[src/rtl/irq_latch_pkg.sv]
package irq_latch_pkg;

  typedef enum logic [1:0] {
    GNT_NONE = 2'd0,
    GNT_SMI  = 2'd1,
    GNT_NMI  = 2'd2
  } grant_e;

  // Fixed preference: system management before NMI, nothing off-boundary.
  function automatic grant_e pick_grant(input logic at_bnd,
                                        input logic smi_pending,
                                        input logic nmi_ready);
    if (!at_bnd)          return GNT_NONE;
    else if (smi_pending) return GNT_SMI;
    else if (nmi_ready)   return GNT_NMI;
    else                  return GNT_NONE;
  endfunction

endpackage

[src/rtl/irq_sync.sv]
module irq_sync #(
  parameter int   STAGES  = 2,
  parameter logic RST_VAL = 1'b0
) (
  input  logic clk,
  input  logic rst_n,
  input  logic d,
  output logic q
);
  logic [STAGES-1:0] chain;

  always_ff @(posedge clk) begin
    if (!rst_n) chain <= {STAGES{RST_VAL}};
    else        chain <= {chain[STAGES-2:0], d};
  end

  assign q = chain[STAGES-1];
endmodule

[src/rtl/nmi_rise_det.sv]
module nmi_rise_det #(
  parameter int REARM = 4
) (
  input  logic clk,
  input  logic rst_n,
  input  logic lvl,
  output logic rise
);
  localparam int CW = $clog2(REARM + 1);
  localparam logic [CW-1:0] FULL = CW'(REARM);

  function automatic logic [CW-1:0] sat_inc(input logic [CW-1:0] v);
    return (v == FULL) ? v : v + 1'b1;
  endfunction

  logic [CW-1:0] low_run;
  logic          armed;

  assign armed = (low_run == FULL);
  assign rise  = lvl && armed;

  always_ff @(posedge clk) begin
    if (!rst_n)   low_run <= FULL;
    else if (lvl) low_run <= '0;
    else          low_run <= sat_inc(low_run);
  end

  // a held-high level gives one detection, never two in a row
  a_r3_single_rise: assert property (@(posedge clk) disable iff (!rst_n)
    rise |=> !rise);
endmodule

[src/rtl/smi_fall_det.sv]
module smi_fall_det (
  input  logic clk,
  input  logic rst_n,
  input  logic lvl_n,
  output logic fall
);
  logic prev_n;

  always_ff @(posedge clk) begin
    if (!rst_n) prev_n <= 1'b1;
    else        prev_n <= lvl_n;
  end

  assign fall = prev_n && !lvl_n;

  // a long low level gives one detection
  a_r5_single_fall: assert property (@(posedge clk) disable iff (!rst_n)
    fall |=> !fall);
endmodule

[src/rtl/irq_edge_latch.sv]
module irq_edge_latch
  import irq_latch_pkg::*;
#(
  parameter int SYNC_STAGES = 2,
  parameter int NMI_REARM   = 4
) (
  input  logic clk,
  input  logic rst_n,
  input  logic nmi_pin,
  input  logic smi_pin_n,
  input  logic boundary,
  input  logic iret,
  output logic smi_req,
  output logic nmi_req,
  output logic smi_take,
  output logic nmi_take,
  output logic nmi_masked
);
  logic   nmi_s, smi_s_n;
  logic   nmi_rise, smi_fall;
  logic   smi_pend, nmi_pend, nmi_mask;
  logic   nmi_ready;
  grant_e grant;

  irq_sync #(.STAGES(SYNC_STAGES), .RST_VAL(1'b0)) u_sync_nmi (
    .clk(clk), .rst_n(rst_n), .d(nmi_pin), .q(nmi_s));

  irq_sync #(.STAGES(SYNC_STAGES), .RST_VAL(1'b1)) u_sync_smi (
    .clk(clk), .rst_n(rst_n), .d(smi_pin_n), .q(smi_s_n));

  nmi_rise_det #(.REARM(NMI_REARM)) u_nmi_det (
    .clk(clk), .rst_n(rst_n), .lvl(nmi_s), .rise(nmi_rise));

  smi_fall_det u_smi_det (
    .clk(clk), .rst_n(rst_n), .lvl_n(smi_s_n), .fall(smi_fall));

  assign nmi_ready = nmi_pend && !nmi_mask;
  assign grant     = pick_grant(boundary, smi_pend, nmi_ready);
  assign smi_take  = (grant == GNT_SMI);
  assign nmi_take  = (grant == GNT_NMI);

  // A new edge wins over a same-cycle accept, so it is never lost.
  always_ff @(posedge clk) begin
    if (!rst_n) begin
      smi_pend <= 1'b0;
      nmi_pend <= 1'b0;
      nmi_mask <= 1'b0;
    end else begin
      smi_pend <= (smi_pend && !smi_take) || smi_fall;
      nmi_pend <= (nmi_pend && !nmi_take) || nmi_rise;
      if (nmi_take)  nmi_mask <= 1'b1;
      else if (iret) nmi_mask <= 1'b0;
    end
  end

  assign smi_req    = smi_pend;
  assign nmi_req    = nmi_ready;
  assign nmi_masked = nmi_mask;

  // accepts only at a boundary; unaccepted requests persist
  a_r6_take_at_boundary: assert property (@(posedge clk) disable iff (!rst_n)
    (smi_take || nmi_take) |-> boundary);
  a_r6_smi_sticky: assert property (@(posedge clk) disable iff (!rst_n)
    (smi_req && !smi_take) |=> smi_req);
  // one accept per cycle, SMI first
  a_r7_one_take: assert property (@(posedge clk) disable iff (!rst_n)
    $onehot0({smi_take, nmi_take}));
  a_r7_smi_first: assert property (@(posedge clk) disable iff (!rst_n)
    (boundary && smi_req) |-> (smi_take && !nmi_take));
  // accepting masks; the mask holds until the return strobe
  a_r8_mask_set: assert property (@(posedge clk) disable iff (!rst_n)
    nmi_take |=> (nmi_masked && !nmi_req));
  a_r8_mask_hold: assert property (@(posedge clk) disable iff (!rst_n)
    (nmi_masked && !iret) |=> nmi_masked);
  a_r8_no_take_masked: assert property (@(posedge clk) disable iff (!rst_n)
    nmi_masked |-> !nmi_take);
  // an edge held under the mask is kept until the mask lifts
  a_r9_held_pending: assert property (@(posedge clk) disable iff (!rst_n)
    (nmi_masked && nmi_pend) |=> nmi_pend);
endmodule

[config.mk]
export PLATFORM = sky130hd
export DESIGN_NAME = irq_edge_latch
export DESIGN_NICKNAME = d
export VERILOG_FILES = /design/src/rtl/irq_latch_pkg.sv /design/src/rtl/irq_sync.sv /design/src/rtl/nmi_rise_det.sv /design/src/rtl/smi_fall_det.sv /design/src/rtl/irq_edge_latch.sv
export SDC_FILE = /design/constraint.sdc
export NUM_CORES = 1
export LEC_CHECK = 0
export CORE_AREA = 4 4 41 43
export DETAILED_ROUTE_END_ITERATION = 10
export DIE_AREA = 0 0 45 47
export GPL_TIMING_DRIVEN = 0
export SYNTH_ARGS = -nofsm -noshare
export SYNTH_HDL_FRONTEND = slang
export SYNTH_SLANG_ARGS = --single-unit
[constraint.sdc]
create_clock -name clk -period 1.1 [get_ports clk]
set_input_delay 0.275 -clock clk [delete_from_list [all_inputs] [get_ports clk]]
set_output_delay 0.275 -clock clk [all_outputs]
set_load 0.01 [all_outputs]
==> results.json <==
{
  "outcome": "finished with violations",
  "violations": "negative setup slack",
  "switching_share_pct": 23.42,
  "synth_top_area_share_pct": 50.87,
  "routabilityCongestion": 0.5945,
  "worst_slack_ns": -0.1804,
  "top_usage_layer": "met2",
  "synth_nets": 50,
  "track_usage_pct": 9.675,
  "die_y_um": 47,
  "cp.arrival_ns": 1.01,
  "clock-root-buffer": "clkbuf_4",
  "fillers": 143,
  "intPower_mw": 0.6543,
  "port-buffer-count": 10,
  "tritoncts": "built",
  "avgRoutedWirePerCell_um": 10.17,
  "synthCells": 42,
  "critPathSlowestCell": "dfxtp_2",
  "grt_overflow": 0,
  "power.switching_mw": 0.2001,
  "synth.avg_cell_area_um2": 10.31,
  "area_growth_pct": 42.49,
  "hold_depth": 1,
  "ctsHoldBuffers": 0,
  "drt_iter0_drc": 1,
  "final_area_um2": 616.8,
  "max_freq_mhz": 781.0,
  "syn-cell-area_um2": 432.9,
  "synth_top_area_cell": "dfxtp_1",
  "synth_area_leaders": "dfxtp_1 (51%), nand2b_1 (8.7%), ha_1 (5.8%), and2_1 (4.3%), and4bb_2 (2.9%)",
  "hold_violations": 0,
  "clk_latency_ns": 0.27,
  "nets": 69,
  "antennaDiodeCount": 0,
  "pin_count": 11,
  "rows": 13,
  "start_util_pct": 33.27,
  "reg2reg_from": "smi_req$_SDFF_PN0_",
  "stdcell_count": 75,
  "period_minus_slack_ns": 1.280,
  "tightest_slew_ns": 0.2177,
  "period_share_pct": 116.4,
  "grt_pass1_vias": 302,
  "global_route.usage.met1_pct": 11.03,
  "power.density_nw_per_um2": 1385,
  "yosys_warnings": 0,
  "relSlewSlack_pct": 85.47,
  "critPathRequiredTime_ns": 0.82,
  "grt_max_degree": 11,
  "cp_max_fo": 3,
  "viasPerCell": 4.520,
  "core_area_um2": 1301,
  "worst-path-buf-inv": 1,
  "p_comb_share_pct": 16.6,
  "clkSinkCount": 11,
  "drive_gt1_share_pct": 38.33,
  "dp_hpwl_um": 550.9,
  "fp.dieArea_um2": 2115,
  "grt_setup_unrepaired": "true",
  "skew_ns": 0.004100,
  "finalSetupViolCount": 3,
  "pwr-share-seq_pct": 52.2,
  "final_max_slew_viol_count": 0,
  "place_ws_ns": -0.7382,
  "post-route-drc-count": 0,
  "synth-seq-area-share_pct": 50.87,
  "rr_worst_depth": 4,
  "die_x_um": 45,
  "antenna_left": 0,
  "vias": 339,
  "crit_chain": "and4bb_2 > buf_6",
  "use_met2_pct": 12.99,
  "endpoint_kind": "output port",
  "htree_levels": 1,
  "crit_path_max_incr_delay_ns": 0.32,
  "clockBufferDepth": 2,
  "antenna_found_initial": 0,
  "synth_cell_types": 20,
  "multiInputGateArea_um2": 212.7,
  "routed_wl_um": 763,
  "synth.ff_latch_count": 11,
  "grt_use_met3_pct": 3.831,
  "cts_inserted_buffers": 3,
  "ff_latch_area_um2": 226.5,
  "grt_pass1_wl_um": 1338,
  "whs_ns": 0.4236,
  "r2r_slack_ns": 0.01,
  "critPathTopFamily": "flip-flops",
  "reg2reg_to": "nmi_masked$_SDFFE_PN0P_",
  "power_leakage_nw": 0.2645,
  "hold_end": "u_sync_smi.chain[1]$_SDFF_PN1_",
  "place_area_um2": 551.8,
  "cap_violations": 0,
  "hold_class": "register to register",
  "path_class": "register to output port",
  "clkTransAtPathRegs_ns": 0.07,
  "cp-start-kind": "register",
  "min_from": "u_sync_smi.chain[0]$_SDFF_PN1_",
  "dr.pass1.iters": 2,
  "clkPwrFrac_pct": 31.2,
  "dp_cells": 67,
  "vdd_drop_max_mv": 0.7054
}
worst max path at each step:
stage | start | endpoint | slack [ns] | cells past startpoint
after floorplan | u_nmi_det.low_run[0]$_SDFFE_PP0P_ | u_nmi_det.low_run[2]$_SDFFE_PN1P_ | 0.06 | 4
after global placement | boundary | nmi_take | -0.73 | 3
after detailed placement | boundary | nmi_take | -0.74 | 3
after CTS | nmi_masked$_SDFFE_PN0P_ | nmi_take | -0.19 | 2
after global routing | smi_req$_SDFF_PN0_ | nmi_take | -0.23 | 2
final | smi_req$_SDFF_PN0_ | nmi_take | -0.18 | 2
power by group through the flow:
stage	Sequential (mW)	Clock (mW)	Combinational (mW)
final	0.446	0.267	0.142
after floorplan	0.449	0	0.0762
after detailed placement	0.452	0	0.123
after global routing	0.450	0.306	0.159
after CTS	0.446	0.280	0.140
after global placement	0.451	0	0.119
state kept, by name (all words and copies together), names as in the netlist:
| signal | count |
|---|---|
| nmi_masked | 1 |
| nmi_pend | 1 |
| smi_req | 1 |
| u_nmi_det.low_run | 3 |
| u_smi_det.prev_n | 1 |
| u_sync_nmi.chain | 2 |
| u_sync_smi.chain | 2 |
stage by stage:
| stage | utilization [%] | power (mW) | setup TNS [ns] |
|---|---|---|---|
| after global routing | 47.40 | 0.9148 | -0.6578 |
| final | 47.40 | 0.8544 | -0.4201 |
| after floorplan | - | 0.5248 | 0 |
| after global placement | 42.40 | 0.5701 | -2.503 |
| after detailed placement | 42.40 | 0.5753 | -2.524 |
| after CTS | 45.87 | 0.8662 | -0.4000 |
layer usage:
layer | share of wire (%) | wire length (um) | vias to the layer above
met5 | 0 | 0 | -
met4 | 3.0 | 23 | 0
li1 | - | - | 178
met1 | 46 | 354 | 150
met3 | 5.4 | 41 | 4
met2 | 45 | 343 | 7
cell families after synthesis:
logic type                 share of synthesized area [%]
AOI/OAI and AO/OA                                  14.16
adders and majority gates                          5.779
buffers and inverters                              2.890
DFF                                                50.87
and+or+nand+nor                                    26.30
cell usage in the layout, fill, tap and decap left out, types with 2 or more instances in the layout:
master	instances
clkbuf_4	3
dfxtp_2	5
inv_1	2
clkdlybuf4s50_1	4
and2_1	3
buf_4	3
dfxtp_1	6
nand3_1	2
buf_6	3
nor2b_1	2
a21oi_1	2
buf_2	3
nand2b_1	6
cells in the mapped netlist:
library cell,number
o31ai_2,1
a21bo_2,1
a21o_2,1
nand2b_1,6
and3b_1,1
nand4_1,1
o21ai_0,1
nor2b_1,2
nand2_1,1
nand3_1,2
ha_1,2
clkbuf_2,1
a21oi_1,2
dfxtp_1,11
nor2_1,1
a21boi_0,1
inv_1,2
and2_1,3
o21a_1,1
and4bb_2,1
what timing repair did:
| item | 4_1_cts | 5_1_grt |
|---|---|---|
| resized for setup | 29 | 2 |
| cloned | 0 | 0 |
| setup buffers | 2 | 2 |
| endpoints found under the hold margin | 0 | 0 |
| pin swaps | 1 | 3 |
| endpoints found under the setup margin | 8 | 6 |
cell type report:
type / instances / area share, %
flip-flops and latches: 11 / 36.71
multi-input cells: 28 / 34.48
repair buffers: 14 / 19.47
clock buffers: 4 / 4.260
well taps: 15 / 3.043
inverters: 2 / 1.217
plain buffers: 1 / 0.8114
(Power assumes the default switching activity.)
